### src/rtl/qdec_pkg.sv
`timescale 1ns/1ps
package qdec_pkg;

    // Base decode formats (mode with the sense bit cleared)
    localparam logic [3:0] MD_STEPDIR = 4'd0;
    localparam logic [3:0] MD_QUAD1   = 4'd1;
    localparam logic [3:0] MD_QUAD2   = 4'd2;
    localparam logic [3:0] MD_QUAD4   = 4'd3;
    localparam logic [3:0] MD_UPDOWN  = 4'd9;
    localparam logic [3:0] SENSE_MASK = 4'b1011;

    typedef enum logic [1:0] {
        STEP_HOLD = 2'd0,
        STEP_INC  = 2'd1,
        STEP_DEC  = 2'd2
    } step_e;

    function automatic logic [3:0] base_of(input logic [3:0] m);
        return m & SENSE_MASK;
    endfunction

    function automatic logic is_quad(input logic [3:0] m);
        logic [3:0] b;
        b = base_of(m);
        return (b == MD_QUAD1) || (b == MD_QUAD2) || (b == MD_QUAD4);
    endfunction

    function automatic logic mode_known(input logic [3:0] m);
        logic [3:0] b;
        b = base_of(m);
        return (b == MD_STEPDIR) || is_quad(m) || (b == MD_UPDOWN);
    endfunction

endpackage

### src/rtl/qdec_vote_filter.sv
`timescale 1ns/1ps
module qdec_vote_filter #(
    parameter int TAPS = 3
) (
    input  logic clk,
    input  logic rst_n,
    input  logic smp_en,
    input  logic raw,
    output logic filt
);
    localparam int CW = $clog2(TAPS + 1);
    localparam logic [CW-1:0] HALF = CW'(TAPS / 2);

    typedef struct packed {
        logic [TAPS-1:0] taps;
    } filt_st_t;

    filt_st_t st_d, st_q;
    logic [CW-1:0] ones;

    always_comb begin
        st_d = st_q;
        if (smp_en) begin
            st_d.taps = {st_q.taps[TAPS-2:0], raw};
        end
    end

    always_ff @(posedge clk) begin
        if (!rst_n) begin
            st_q <= '0;
        end else begin
            st_q <= st_d;
        end
    end

    always_comb begin
        ones = '0;
        for (int i = 0; i < TAPS; i++) begin
            ones = ones + CW'(st_q.taps[i]);
        end
    end

    assign filt = (ones > HALF);


    taps_hold_chk: assert property (@(posedge clk) disable iff (!rst_n)
        !smp_en |=> $stable(st_q.taps));

endmodule

### src/rtl/qdec_step_logic.sv
`timescale 1ns/1ps
module qdec_step_logic
    import qdec_pkg::*;
(
    input  logic       clk,
    input  logic       rst_n,
    input  logic       smp_en,
    input  logic       fa,
    input  logic       fb,
    input  logic [3:0] mode,
    output step_e      step,
    output logic       bad
);
    typedef struct packed {
        logic a;
        logic b;
    } prev_st_t;

    prev_st_t st_d, st_q;
    logic     da, db;
    logic     rev;
    logic     up_ev, dn_ev;
    logic [3:0] base;
    step_e    raw_step;

    always_comb begin
        st_d = st_q;
        if (smp_en) begin
            st_d.a = fa;
            st_d.b = fb;
        end
    end

    always_ff @(posedge clk) begin
        if (!rst_n) begin
            st_q <= '0;
        end else begin
            st_q <= st_d;
        end
    end

    always_comb begin
        da       = fa ^ st_q.a;
        db       = fb ^ st_q.b;
        base     = base_of(mode);
        rev      = mode[2];
        up_ev    = 1'b0;
        dn_ev    = 1'b0;
        raw_step = STEP_HOLD;
        case (base)
            MD_STEPDIR: begin
                if (da && fa) raw_step = fb ? STEP_DEC : STEP_INC;
            end
            MD_QUAD1: begin
                if (da && fa && !db) raw_step = fb ? STEP_DEC : STEP_INC;
            end
            MD_QUAD2: begin
                if (da && !db) raw_step = (fa ^ fb) ? STEP_INC : STEP_DEC;
            end
            MD_QUAD4: begin
                if (da && !db) begin
                    raw_step = (fa ^ fb) ? STEP_INC : STEP_DEC;
                end else if (db && !da) begin
                    raw_step = (fa == fb) ? STEP_INC : STEP_DEC;
                end
            end
            MD_UPDOWN: begin
                up_ev = da && fa;
                dn_ev = db && fb;
                if (up_ev && !dn_ev) raw_step = STEP_INC;
                else if (dn_ev && !up_ev) raw_step = STEP_DEC;
            end
            default: raw_step = STEP_HOLD;
        endcase
        if (rev) begin
            if (raw_step == STEP_INC) raw_step = STEP_DEC;
            else if (raw_step == STEP_DEC) raw_step = STEP_INC;
        end
        step = smp_en ? raw_step : STEP_HOLD;
        bad  = smp_en && is_quad(mode) && da && db;
    end

endmodule

### src/rtl/qdec_pos_hold.sv
`timescale 1ns/1ps
module qdec_pos_hold
    import qdec_pkg::*;
#(
    parameter int CNT_W = 32
) (
    input  logic             clk,
    input  logic             rst_n,
    input  step_e            step,
    input  logic             bad,
    input  logic             phase_stb,
    input  logic             servo_stb,
    output logic [CNT_W-1:0] count,
    output logic [CNT_W-1:0] phase_pos,
    output logic [CNT_W-1:0] servo_pos,
    output logic             err
);
    localparam logic [CNT_W-1:0] ONE = {{(CNT_W-1){1'b0}}, 1'b1};

    typedef struct packed {
        logic [CNT_W-1:0] cnt;
        logic [CNT_W-1:0] ph;
        logic [CNT_W-1:0] sv;
        logic             err;
    } hold_st_t;

    hold_st_t st_d, st_q;

    always_comb begin
        st_d = st_q;
        case (step)
            STEP_INC: st_d.cnt = st_q.cnt + ONE;
            STEP_DEC: st_d.cnt = st_q.cnt - ONE;
            default:  st_d.cnt = st_q.cnt;
        endcase
        if (phase_stb) st_d.ph = st_q.cnt;
        if (servo_stb) st_d.sv = st_q.cnt;
        if (bad)       st_d.err = 1'b1;
    end

    always_ff @(posedge clk) begin
        if (!rst_n) begin
            st_q <= '0;
        end else begin
            st_q <= st_d;
        end
    end

    assign count     = st_q.cnt;
    assign phase_pos = st_q.ph;
    assign servo_pos = st_q.sv;
    assign err       = st_q.err;


    unit_step_chk: assert property (@(posedge clk) disable iff (!rst_n)
        (count == $past(count)) || (count == $past(count) + ONE) ||
        (count == $past(count) - ONE));


    bad_hold_chk: assert property (@(posedge clk) disable iff (!rst_n)
        bad |=> $stable(count));


    err_sticky_chk: assert property (@(posedge clk) disable iff (!rst_n)
        err |=> err);


    phase_load_chk: assert property (@(posedge clk) disable iff (!rst_n)
        phase_stb |=> (phase_pos == $past(count)));


    phase_keep_chk: assert property (@(posedge clk) disable iff (!rst_n)
        !phase_stb |=> $stable(phase_pos));


    servo_keep_chk: assert property (@(posedge clk) disable iff (!rst_n)
        !servo_stb |=> $stable(servo_pos));

endmodule

### src/rtl/qdec_channel.sv
`timescale 1ns/1ps
module qdec_channel
    import qdec_pkg::*;
#(
    parameter int CNT_W = 32,
    parameter int TAPS  = 3
) (
    input  logic             clk,
    input  logic             rst_n,
    input  logic             smp_en,
    input  logic             in_a,
    input  logic             in_b,
    input  logic [3:0]       mode,
    input  logic             phase_stb,
    input  logic             servo_stb,
    output logic [CNT_W-1:0] pos_count,
    output logic [CNT_W-1:0] phase_pos,
    output logic [CNT_W-1:0] servo_pos,
    output logic             seq_err
);
    localparam int N_LINES = 2;

    logic [N_LINES-1:0] raw_lines;
    logic [N_LINES-1:0] clean_lines;
    step_e              step;
    logic               bad;

    assign raw_lines = {in_b, in_a};

    for (genvar g = 0; g < N_LINES; g++) begin : g_filt
        qdec_vote_filter #(.TAPS(TAPS)) u_filt (
            .clk   (clk),
            .rst_n (rst_n),
            .smp_en(smp_en),
            .raw   (raw_lines[g]),
            .filt  (clean_lines[g])
        );
    end

    qdec_step_logic u_step (
        .clk   (clk),
        .rst_n (rst_n),
        .smp_en(smp_en),
        .fa    (clean_lines[0]),
        .fb    (clean_lines[1]),
        .mode  (mode),
        .step  (step),
        .bad   (bad)
    );

    qdec_pos_hold #(.CNT_W(CNT_W)) u_hold (
        .clk      (clk),
        .rst_n    (rst_n),
        .step     (step),
        .bad      (bad),
        .phase_stb(phase_stb),
        .servo_stb(servo_stb),
        .count    (pos_count),
        .phase_pos(phase_pos),
        .servo_pos(servo_pos),
        .err      (seq_err)
    );


    idle_count_chk: assert property (@(posedge clk) disable iff (!rst_n)
        !smp_en |=> $stable(pos_count));


    unused_mode_chk: assert property (@(posedge clk) disable iff (!rst_n)
        !mode_known(mode) |=> $stable(pos_count));


    updown_noerr_chk: assert property (@(posedge clk) disable iff (!rst_n)
        (!seq_err && !is_quad(mode)) |=> !seq_err);

endmodule

### config.mk
export PLATFORM = sky130hd
export DESIGN_NAME = qdec_channel
export DESIGN_NICKNAME = d
export VERILOG_FILES = /design/src/rtl/qdec_pkg.sv /design/src/rtl/qdec_vote_filter.sv /design/src/rtl/qdec_step_logic.sv /design/src/rtl/qdec_pos_hold.sv /design/src/rtl/qdec_channel.sv
export SDC_FILE = /design/constraint.sdc
export NUM_CORES = 1
export LEC_CHECK = 0
export BUFFER_PORTS_ARGS = -buffer_cell sky130_fd_sc_hd__buf_2
export CAP_MARGIN = 20
export CELL_PAD_IN_SITES_DETAIL_PLACEMENT = 0
export CELL_PAD_IN_SITES_GLOBAL_PLACEMENT = 1
export CORE_UTILIZATION = 41
export DETAILED_ROUTE_END_ITERATION = 7
export PLACE_DENSITY_LB_ADDON = 0.1
export SYNTH_ARGS = -nofsm -noshare
export SYNTH_HDL_FRONTEND = slang
export SYNTH_SLANG_ARGS = --single-unit
### constraint.sdc
create_clock -name clk -period 6.3 [get_ports clk]
set_input_delay 1.26 -clock clk [delete_from_list [all_inputs] [get_ports clk]]
set_output_delay 1.26 -clock clk [all_outputs]
set_load 0.01 [all_outputs]
* Word level (Yosys, flattened, before mapping)
Index checks and enable logic that the tools add are counted.
** Cells by class
- Add/subtract/negate cells :: 6
- $lt $le $gt $ge :: 2
- Eq/ne operators :: 9
- Mux-type cells :: 16
- Bitwise gates (word level) :: 3
- Reductions and logical operators :: 18
** Operators with widths (number)
- 32-bit case mux with 2 select lines :: 1
- 32-bit by 1-bit adder with 32-bit output, second input constant :: 1
- 32-bit by 1-bit subtractor with 32-bit output, second input constant :: 1
- 2-bit 2-to-1 mux :: 14
- 1-bit logical AND :: 10
- 2-bit case mux with 5 select lines :: 1
- 3-bit by 2-bit == test with 1-bit output, second input constant :: 2
- 1-bit by 1-bit adder with 2-bit output :: 2
- 2-bit by 1-bit adder with 2-bit output :: 2
- 2-bit by 1-bit == test with 1-bit output, second input constant :: 2
- 2-bit == test, second input constant :: 2
- 2-bit by 1-bit > comparator with 1-bit output, second input constant :: 2
- 1-bit zero test :: 4
- 4-bit zero test :: 1
- 3-bit by 1-bit == test with 1-bit output, second input constant :: 1
- 3-bit == test, second input constant :: 1
- 1-bit bitwise XOR :: 3
- 1-bit logical OR :: 2
- 2-bit nonzero test :: 1
- 1-bit == test :: 1
** Storage, ports and cells
- Flip-flop bits (word level) :: 105
- Output and inout bits :: 97

* Logic depth before layout (Yosys ltp)
Gate-level depths: netlist of the first run.
- Word-level depth :: 17
- Gate-level depth with buffers :: 23

* Hierarchy
From an unflattened synthesis of the first run, not the netlist that was laid out.
** Unflattened totals
- Cell total of the unflattened synthesis :: 739
- Area, all modules :: 6182.2 um^2
** By module, submodules not included
- qdec_pos_hold :: instances 1, cells each 681, area an instance 5632.9 um^2
- qdec_step_logic :: instances 1, cells each 36, area an instance 291.5 um^2
- qdec_vote_filter :: instances 2, cells each 11, area an instance 128.9 um^2

* Worst setup path after synthesis of the first run
No wires, ideal clock.
- Path type :: input to register
- Start :: input mode[0]
- End :: register u_hold.st_q (netlist bit u_hold.count[20])
- Library setup time :: 0.122 ns
- Arrival time :: 5.224 ns
- Data required time :: 6.178 ns
- Path slack :: 0.954 ns
- Stages on the path :: 15
- Cell sequence :: nor2b_1 or3_1 or3b_2 o311ai_0 o211a_1 ha_1 ha_1 a211o_1 a31o_1 a31oi_1 o31ai_1 a211o_1 a21oi_1 nor4_1 a311o_1
** Between the ends
- Cells in the longest elaborated chain, start to end :: 9
** Ends and longest elaborated chain
- from (decl) :: RTL line qdec_channel.sv:13 : input logic [3:0] mode,
- 3-bit == test (tied with other cells) :: RTL line qdec_step_logic.sv:50 : case (base)
- 2-bit case mux with 5 select lines * :: RTL line qdec_step_logic.sv:50
- 2-bit == test :: RTL line qdec_step_logic.sv:77 : else if (raw_step == STEP_DEC) raw_step = STEP_INC;
- 2-bit 2-to-1 mux :: RTL line qdec_step_logic.sv:77
- 2-bit 2-to-1 mux :: RTL line qdec_step_logic.sv:76 : if (raw_step == STEP_INC) raw_step = STEP_DEC;
- 2-bit 2-to-1 mux * :: RTL line qdec_step_logic.sv:75 : if (rev) begin
- 2-bit 2-to-1 mux * :: RTL line qdec_step_logic.sv:79 : step = smp_en ? raw_step : STEP_HOLD;
- 2-bit == test / 2-bit by 1-bit == test with 1-bit output (equally long branches) :: RTL line qdec_pos_hold.sv:31 : case (step)
- 32-bit case mux with 2 select lines / 2-bit nonzero test (equally long branches)
- to (signal assigned) :: RTL line qdec_pos_hold.sv:45 : st_q <= st_d;
- to (decl) :: RTL line qdec_pos_hold.sv:27 : hold_st_t st_d, st_q;
Mark *: on every way between the ends. The rest lies on a longest branch, timed or not.
A chain may end at the register's enable or synchronous reset.

* Final worst setup path of the first run
- Start :: register g_filt[1].u_filt.st_q[0] (netlist bit)
- End :: register u_hold.st_q (netlist bit u_hold.count[29])
** Between the ends
- Cells in the longest elaborated chain, start to end :: 16
** Ends and longest elaborated chain
- from (decl) :: RTL line qdec_vote_filter.sv:18 : filt_st_t st_d, st_q;
- from (signal assigned) :: RTL line qdec_vote_filter.sv:32 : st_q <= st_d;
- 1-bit by 1-bit adder with 2-bit output * :: RTL line qdec_vote_filter.sv:39 : ones = ones + CW'(st_q.taps[i]);
- 2-bit by 1-bit adder with 2-bit output * :: RTL line qdec_vote_filter.sv:39
- 2-bit by 1-bit > comparator with 1-bit output * :: RTL line qdec_vote_filter.sv:43 : assign filt = (ones > HALF);
- named net g_filt[1].u_filt.filt :: RTL line qdec_vote_filter.sv:9 : output logic filt
- 1-bit bitwise XOR :: RTL line qdec_step_logic.sv:44 : db = fb ^ st_q.b;
- 1-bit logical AND :: RTL line qdec_step_logic.sv:69 : dn_ev = db && fb;
- 1-bit logical AND / 1-bit zero test (equally long branches) :: RTL line qdec_step_logic.sv:71, qdec_step_logic.sv:70
- 2-bit 2-to-1 mux / 1-bit logical AND (equally long branches) :: RTL line qdec_step_logic.sv:71, qdec_step_logic.sv:70
- 2-bit 2-to-1 mux :: RTL line qdec_step_logic.sv:70 : if (up_ev && !dn_ev) raw_step = STEP_INC;
- 2-bit case mux with 5 select lines * :: RTL line qdec_step_logic.sv:50
- 2-bit == test :: RTL line qdec_step_logic.sv:77
- 2-bit 2-to-1 mux :: RTL line qdec_step_logic.sv:77
- 2-bit 2-to-1 mux :: RTL line qdec_step_logic.sv:76
- 2-bit 2-to-1 mux * :: RTL line qdec_step_logic.sv:75
- 2-bit 2-to-1 mux * :: RTL line qdec_step_logic.sv:79
- 2-bit == test / 2-bit by 1-bit == test with 1-bit output (equally long branches) :: RTL line qdec_pos_hold.sv:31
- 32-bit case mux with 2 select lines / 2-bit nonzero test (equally long branches)
Mark *: on every way through the listed nets, which the timed path passes. The rest lies on a longest branch.

==> out/metrics.yaml, run 1 <==
outcome: "completed"
postCtsHoldBufs: 0
p_seq_share_pct: 49.1
setup-tns-final_ns: 0
die_area_um2: 14000
syn_area_per_cell_um2: 8.66
critPathBufInv: 2
cts.clk_slew.worst_paths_ns: 0.07
period_minus_slack_ns: 5.67
yosysWarnings: 0
fmax_ghz: 0.176
min_from: "u_hold.err"
cp.required_ns: 6.53
crit_path_end_kind: "register"
synth.area.top_cells: "dfxtp_1, mux2i_1, nor2_1"
io_buffers: 107
synth-main-ff-cell: "dfxtp_1"
path_max_fanout: 16
hp-class: "register to register"
critPathTopFamily: "compound AO/OA/AOI/OAI gates"
ctsRootBufferMaster: "clkbuf_16"
drtIter0Drc: 307
ant_nets: 0
syn_inst: 641
clock_skew_ns: 0.00735
synthesis.nets: 688
finalPower_mw: 1.41
grt_pass1_vias: 4412
cts_buffers: 9
vias: 4824
post_cts.repair.setup_buffers: 0
relSlewSlack_pct: 25.5
grt_usage_pct: 20.9
drc: 0
io_pins: 108
synth_edf_count: 0
crit_type: "register to register"
avgViaCountPerCell: 5.29
maxCapViolations: 0
slowest_stage: "a2111oi_2"
hold_viol: 0
finalCritPeriodShare_pct: 90.0
critical_path_arrival_ns: 5.90
gp_congestion: 0.886
grt_pass1_wl_um: 23400
ys_seq_area_share_pct: 37.9
cp_cell_sequence: "ha_1 > a21oi_1 > inv_1 > ha_1 > nor2b_1 > or3_1 > or3b_2 > o311ai_0 > nand2_1 > o21ai_0 > nand2_1 > ha_1 > buf_4 > ha_1 > a211oi_1 > o211ai_2 > a31oi_1 > o21ai_1 > o2111ai_1 > a2111oi_2 > nor2_1 > a311o_1"
cts_tree: "yes"
rsz0062_at_grt: "no"
clkPwrFrac_pct: 40.3
cts_sinks: 105
maxSlewViolCount: 0
synthTopCellsByCount: "nor2_1, dfxtp_1, mux2i_1"
die_w_um: 118
critPathMaxStageDelay_ns: 0.48
setup_viol: 0
diodes: 0
cp-start-kind: "register"
p_leak_nw: 3.19
die_h_um: 118
tightest_slew_ns: 1.12
synth.distinct_cells: 57
synth_area_um2: 5550
insertion_delay_ns: 0.35
dp_hpwl_um: 10600
async_flop_share_pct: 0
antenna_found_initial: 0
regToRegStartpoint: "g_filt[1].u_filt.st_q[0]"
comb_power_share_pct: 10.6
drive_gt1_share_pct: 18.2
grt_max_degree: 63
dr.pass1.iters: 5
route.detailed.wl_per_inst_um: 15.9
p_int_mw: 1.04
drt-total-wl_um: 14500
cp-startpoint: "g_filt[1].u_filt.st_q[0]"
rows: 42
final_util_pct: 49.2
synth_most_common_cell: "nor2_1"
area_growth_pct: 17.3
htree_num_levels: 3
synth_top_area_share_pct: 37.9
cts_resized: 0
nNetsFinal: 778
vdd_drop_max_uv: 105
p_per_area_nw_per_um2: 216
synth_top_area_cell: "dfxtp_1"
grt_remaining_overflow: 0
cpMostUsedCell: "ha_1"
power.switching_uw: 363
synth_seq_cells: 105
core_region_area_um2: 13200
cts_buffer_depth: 2
start_util_pct: 41.9
swShare_pct: 25.8
[flip-flops by register name, summed over array words and instances, names as in the netlist]
signal / flops
u_hold.servo_pos: 32
u_hold.phase_pos: 32
g_filt.u_filt.st_q: 6
u_hold.count: 32
u_step.st_q: 2
u_hold.err: 1
[worst register-to-register path: stages (launching register included)]
cell	delay, ns
dfxtp_1	0.33
ha_1	0.29
a21oi_1	0.33
inv_1	0.11
ha_1	0.35
nor2b_1	0.08
or3_1	0.32
or3b_2	0.44
o311ai_0	0.16
nand2_1	0.09
o21ai_0	0.08
nand2_1	0.07
ha_1	0.47
buf_4	0.31
ha_1	0.30
a211oi_1	0.10
o211ai_2	0.22
a31oi_1	0.18
o21ai_1	0.19
o2111ai_1	0.28
a2111oi_2	0.49
nor2_1	0.09
a311o_1	0.28
[cell families (layout without fill, tap and decap cells)]
family,after synthesis,count (layout),share of synthesized area [%]
AOI/OAI and AO/OA,141,141,16.5
xor gates and xnor gates,24,24,3.79
adders and majority gates,36,36,8.25
buffers and inverters,50,145,3.38
DFF,105,105,37.9
muxes,77,77,13.9
and+or+nand+nor,208,208,16.3
[through the flow]
| step | hold WS (ns) | cell area, um2 | instances | setup slack [ns] |
|---|---|---|---|---|
| floorplan | 0.463 | 5550 | 641 | 0.954 |
| global placement | 0.431 | 6220 | 896 | 0.690 |
| detailed placement | 0.442 | 6220 | 896 | 0.588 |
| CTS | 0.453 | 6510 | 912 | 0.614 |
| global route | 0.478 | 6510 | 912 | 0.125 |
| finish | 0.451 | 6510 | 912 | 0.632 |
[per-layer routing]
metal / part of all wire, % / vias to the layer above / GRT usage, %
li1: - / 2467 / -
met1: 54 / 2242 / 32.1
met2: 41 / 104 / 29.4
met3: 3.4 / 11 / 2.94
met4: 1.2 / 0 / 7.05
met5: 0 / - / 0
[cell type report]
cell class,instances,area (um2)
clock buffer,10,229
clock inverter,6,65.1
fill,1330,6730
inverter,18,67.6
multi-input combinational,486,3260
sequential,105,2100
tap,176,220
timing repair buffer,111,566
[cells in the final DEF, fill, tap and decap left out, drive strengths merged, types with 2 or more instances in the layout]
master and n:
o21ai 21, or2 2, a2111oi 2, nor3b 2, inv 20, a311oi 2, nand2b 2, o311ai 2
a211o 3, xor2 10, ha 35, a21o 14, clkbuf 10, nand3 13, and2 4, nor2b 3
buf 111, a31oi 7, o31ai 5, xnor2 14, and4 3, dfxtp 105, nor4 2, nor2 121
mux2i 77, and3 4, o211ai 5, a311o 2, a21oi 55, o21a 2, o211a 2, nand2 37
a41oi 2, nor3 2, nand4 5, or3 3, a211oi 6, o21bai 4, clkinv 2, nand3b 2
[power groups by stage]
stage                     Sequential (mW)  Clock, mW  Combinational [mW]
after global placement              0.706          0               0.147
after detailed placement            0.706          0               0.149
final                               0.691      0.567               0.148
after CTS                           0.691      0.583               0.149
after floorplan                     0.707          0               0.103
after global routing                0.693      0.611               0.164
[final timing paths]
| check | endpoint | slack (ns) | depth (start not counted) |
|---|---|---|---|
| min reg2reg | u_hold.err | 0.45 | 2 |
| max | u_hold.count[29] | 0.63 | 22 |
| min | u_hold.err | 0.45 | 2 |
| max reg2reg | u_hold.count[29] | 0.63 | 22 |
No activity file was read; power rests on OpenSTA's default activity.
==> run 2, diff against run 1 <==
--- a/config.mk
+++ b/config.mk
@@ -12,6 +12,7 @@
 export CORE_UTILIZATION = 41
 export DETAILED_ROUTE_END_ITERATION = 7
 export PLACE_DENSITY_LB_ADDON = 0.1
+export REMOVE_ABC_BUFFERS = 1
 export SYNTH_ARGS = -nofsm -noshare
 export SYNTH_HDL_FRONTEND = slang
 export SYNTH_SLANG_ARGS = --single-unit
==> out/metrics.yaml, run 2 (synthesis results as in run 1) <==
ant_nets: 0
cpMostUsedCell: "ha_1"
cts_sinks: 105
postCtsHoldBufs: 0
avgViaCountPerCell: 5.24
cp.required_ns: 6.54
die_h_um: 118
fillCellCount: 1321
ctsRootBufferMaster: "clkbuf_16"
hold_viol: 0
path_max_fanout: 20
p_per_area_nw_per_um2: 217
place_area_um2: 6210
tightest_slew_ns: 1.07
cts_tree: "yes"
dp_hpwl_um: 9460
setup_viol: 0
insertion_delay_ns: 0.35
slowest_stage: "ha_1"
period_minus_slack_ns: 5.65
die_area_um2: 14000
cts_resized: 0
io_pins: 108
htree_num_levels: 3
maxCapViolations: 0
drc: 0
antenna_found_initial: 0
post_cts.repair.setup_buffers: 0
route.detailed.wl_per_inst_um: 14.6
relSlewSlack_pct: 28.8
final_util_pct: 49.3
layout_common_cells: "nor2_1, buf_2, dfxtp_1, mux2i_1, a21oi_1"
finalPower_mw: 1.42
fmax_ghz: 0.177
io_buffers: 107
drive_gt1_share_pct: 18.2
die_w_um: 118
finalInstanceArea_um2: 6530
clock_skew_ns: 0.00614
rsz0062_at_grt: "no"
dr.pass1.iters: 4
vdd_drop_max_uv: 123
layout_commonest_cell: "nor2_1"
critPathMaxStageDelay_ns: 0.54
grt_max_degree: 72
rows: 42
crit_type: "register to register"
cts_buffers: 9
drtIter0Drc: 295
maxSlewViolCount: 0
grt_pass1_vias: 4307
outcome: "completed"
finalCritPeriodShare_pct: 89.7
grt_pass1_wl_um: 21700
ff2ff_setup_slack_ns: 0.65
diodes: 0
drt-total-wl_um: 13300
area_growth_pct: 17.6
nNetsFinal: 777
gp_congestion: 0.873
grt_usage_pct: 19.3
core_region_area_um2: 13200
grt_remaining_overflow: 0
start_util_pct: 41.9
critical_path_arrival_ns: 5.89
crit_path_end_kind: "register"
cts.clk_slew.worst_paths_ns: 0.07
setup-tns-final_ns: 0
vias: 4774
cp-start-kind: "register"
hp-class: "register to register"
p_leak_nw: 3.20
cts_buffer_depth: 2
cp_cell_sequence: "ha_1 > a21oi_1 > inv_1 > ha_1 > nor2b_1 > or3_1 > or3b_2 > o311ai_0 > nand2_1 > o21ai_0 > nand2_1 > ha_1 > ha_1 > o211ai_1 > o211ai_2 > a31oi_1 > o21ai_1 > o2111ai_1 > a2111oi_2 > nor2_1 > a311o_1"
-- run 2: area by class of cell --
cell class | instances | area [um2] | share of cell area, %
clock buffer | 12 | 267 | 4.08
clock inverter | 4 | 48.8 | 0.748
inverter | 18 | 68.8 | 1.05
multi-input combinational | 486 | 3260 | 50.0
sequential | 105 | 2100 | 32.2
tap | 176 | 220 | 3.37
timing repair buffer | 110 | 558 | 8.55
-- run 2: metal layers --
metal | global-route usage [%] | share of wire, % | up-vias
met5 | 0 | 0 | -
met4 | 7.69 | 1.6 | 0
met3 | 3.04 | 3.8 | 12
met2 | 29.1 | 43 | 91
met1 | 27.3 | 51 | 2226
li1 | - | - | 2445
-- run 2: path summary, 6_finish.rpt --
check                           startpoint          endpoint  cells past startpoint
setup / recovery  g_filt[1].u_filt.st_q[0]  u_hold.count[29]                     21
hold / removal                  u_hold.err        u_hold.err                      2
hold reg to reg                 u_hold.err        u_hold.err                      2
setup reg to reg  g_filt[1].u_filt.st_q[0]  u_hold.count[29]                     21
-- run 2: where the power goes --
group | internal (mW) | switching (mW) | total, mW | leakage [nW]
Combinational | 0.0557 | 0.0916 | 0.147 | 2.19
Clock | 0.340 | 0.241 | 0.582 | 0.159
Sequential | 0.677 | 0.0131 | 0.690 | 0.849
-- run 2: critical path, delay by kind of cell (launching register included) --
kind,cells,cell delay (ns)
adder cells (fa/ha/maj),4,1.68
buffers and inverters,1,0.10
flip-flops,1,0.33
AO/OA/AOI/OAI,10,2.30
AND/OR/NAND/NOR,6,1.09
-- run 2: stage by stage --
step | cells | hold slack, ns | setup slack (ns)
detailed placement | 895 | 0.439 | 0.535
floorplan | 609 | 0.463 | 0.873
CTS | 911 | 0.449 | 0.603
global placement | 895 | 0.435 | 0.592
finish | 911 | 0.444 | 0.650
global route | 911 | 0.464 | 0.0578
==> run 3, diff against run 2 <==
--- a/config.mk
+++ b/config.mk
@@ -5,11 +5,10 @@
 export SDC_FILE = /design/constraint.sdc
 export NUM_CORES = 1
 export LEC_CHECK = 0
+export ABC_AREA = 1
 export BUFFER_PORTS_ARGS = -buffer_cell sky130_fd_sc_hd__buf_2
 export CAP_MARGIN = 20
-export CELL_PAD_IN_SITES_DETAIL_PLACEMENT = 0
-export CELL_PAD_IN_SITES_GLOBAL_PLACEMENT = 1
-export CORE_UTILIZATION = 41
+export CORE_UTILIZATION = 56
 export DETAILED_ROUTE_END_ITERATION = 7
 export PLACE_DENSITY_LB_ADDON = 0.1
 export REMOVE_ABC_BUFFERS = 1
==> out/metrics.yaml, run 3 <==
vdd_drop_max_uv: 123
cts_buffers: 9
synth_top_area_cell: "dfxtp_1"
gp_congestion: 0.911
synth-main-ff-cell: "dfxtp_1"
synth_top_area_share_pct: 35.7
diodes: 0
insertion_delay_ns: 0.38
finalCritPeriodShare_pct: 64.4
regToRegStartpoint: "g_filt[1].u_filt.st_q[0]"
cp.required_ns: 6.58
die_w_um: 105
cts_sinks: 105
fmax_ghz: 0.247
clock_skew_ns: 0.0132
rsz0062_at_grt: "no"
highest_layer: "met4"
io_buffers: 107
crit_end: "u_hold.count[17]"
place_area_um2: 6490
synthTopCellsByCount: "nand2_1, inv_1, nor2_1"
core_region_area_um2: 10300
layout_commonest_cell: "nand2_1"
tightest_slew_ns: 0.922
relSlewSlack_pct: 38.5
critical_path_arrival_ns: 4.33
syn_inst: 892
avgViaCountPerCell: 5.18
synth_seq_cells: 105
nNetsFinal: 1030
synth_most_common_cell: "nand2_1"
synth.distinct_cells: 32
syn_area_per_cell_um2: 6.61
cts_resized: 0
p_leak_nw: 3.66
drive_gt1_share_pct: 14.2
path_max_fanout: 32
layout_common_cells: "nand2_1, inv_1, nor2_1, o21ai_0, buf_2"
hp-class: "register to register"
grt_max_degree: 75
grt_pass1_wl_um: 24100
hold_viol: 0
async_flop_share_pct: 0
cp-start-kind: "register"
drt-total-wl_um: 14400
area_growth_pct: 13.9
met1Wirelength_um: 7170
drc: 0
setup-tns-final_ns: 0
ctsRootBufferMaster: "clkbuf_8"
period_minus_slack_ns: 4.06
dp_hpwl_um: 10300
maxCapViolations: 0
start_util_pct: 57.4
dr.pass1.iters: 5
grt_usage_pct: 26.8
worst-r2r-cell-count: 25
ys_seq_area_share_pct: 35.7
yosysWarnings: 0
synth_edf_count: 0
die_area_um2: 10900
crit_type: "register to register"
postCtsHoldBufs: 0
synth.area.top_cells: "dfxtp_1, nand2_1, o21ai_0"
outcome: "completed"
cts_buffer_depth: 2
die_h_um: 105
io_pins: 108
rows: 37
cts.clk_slew.worst_paths_ns: 0.11
dr_wl_met2_um: 6300
antenna_found_initial: 0
maxSlewViolCount: 0
crit_path_end_kind: "register"
ff2ff_setup_slack_ns: 2.24
ant_nets: 0
grt_remaining_overflow: 0
route.detailed.wl_per_inst_um: 12.8
post_cts.repair.setup_buffers: 0
setup_viol: 0
p_per_area_nw_per_um2: 237
finalInstanceArea_um2: 6720
cp-startpoint: "g_filt[1].u_filt.st_q[0]"
r2r-end: "u_hold.count[17]"
drtIter0Drc: 326
synth_area_um2: 5900
grt_pass1_vias: 5194
htree_num_levels: 3
dr_wl_met3_um: 726
vias: 5818
cts_tree: "yes"
[run 3: cell types whose count changed after synthesis, sizes merged, moves of 6 or more]
| cell | change |
|---|---|
| nand2 | +142 |
| inv | +111 |
| o21ai | +90 |
| mux2i | -77 |
| a21oi | +50 |
| nand3 | +22 |
| xnor2 | -12 |
| a21o | -10 |
| a31oi | -7 |
| buf | -7 |
| a211oi | -6 |
| clkbuf | +6 |
[run 3: critical path: stages (launching register included)]
cell,delay [ns]
dfxtp_1,0.34
ha_1,0.29
a21o_1,0.23
ha_1,0.31
inv_1,0.05
nand2_1,0.08
nand3_1,0.10
o21ai_0,0.15
o21ai_0,0.14
nand2_1,0.10
nor2_1,0.04
nor2_1,0.10
ha_1,0.15
buf_4,0.36
ha_1,0.36
nand2_1,0.13
inv_1,0.07
nand2_1,0.06
nand3_1,0.09
nand3b_1,0.26
nand2_1,0.11
nand2_1,0.09
nand2_1,0.07
nand2_1,0.04
o21ai_0,0.18
inv_1,0.06
[run 3: kinds of logic (layout without fill, tap and decap cells)]
group | Yosys count | after routing | synth area share [%]
and+or+nand+nor | 344 | 344 | 23.5
AOI/OAI and AO/OA | 228 | 228 | 20.0
buffers and inverters | 162 | 258 | 10.5
DFF | 105 | 105 | 35.7
adders and majority gates | 36 | 36 | 7.77
xor gates and xnor gates | 17 | 17 | 2.53
[run 3: worst min path at each step]
stage                                   startpoint                        to  slack (ns)  depth (start not counted)
after floorplan           g_filt[0].u_filt.st_q[2]  g_filt[0].u_filt.st_q[2]        0.47                          2
after global placement                  u_hold.err                u_hold.err        0.43                          2
after detailed placement                u_hold.err                u_hold.err        0.45                          2
after CTS                               u_hold.err                u_hold.err        0.46                          2
after global routing                    u_hold.err                u_hold.err        0.49                          2
final                                   u_hold.err                u_hold.err        0.46                          2
[run 3: area by class of cell]
class                      count  area [um2]
clock buffer                   9         124
multi-input combinational    625        3170
clock inverter                 7        71.3
sequential                   105        2100
inverter                     131         492
tap                          136         170
timing repair buffer         111         586
fill                        1016        3560
[run 3: through the flow]
| step | instances | setup WS, ns | utilization [%] | hold WS [ns] | power (mW) |
|---|---|---|---|---|---|
| global route | 1124 | 1.85 | 65.4 | 0.494 | 1.69 |
| floorplan | 861 | 2.19 | - | 0.467 | 1.04 |
| detailed placement | 1107 | 2.09 | 63.2 | 0.446 | 1.18 |
| global placement | 1107 | 2.10 | 63.2 | 0.435 | 1.18 |
| finish | 1124 | 2.24 | 65.4 | 0.459 | 1.59 |
| CTS | 1123 | 2.24 | 65.1 | 0.462 | 1.60 |
[run 3: power by group]
part / internal, mW / switching (mW)
Sequential: 0.724 / 0.0464
Combinational: 0.147 / 0.254
Clock: 0.157 / 0.263
[run 3: layer usage]
layer | GRT usage [%] | vias to the layer above
met4 | 8.65 | 0
li1 | - | 3039
met3 | 3.74 | 24
met5 | 0 | -
met2 | 42.4 | 153
met1 | 37.7 | 2602
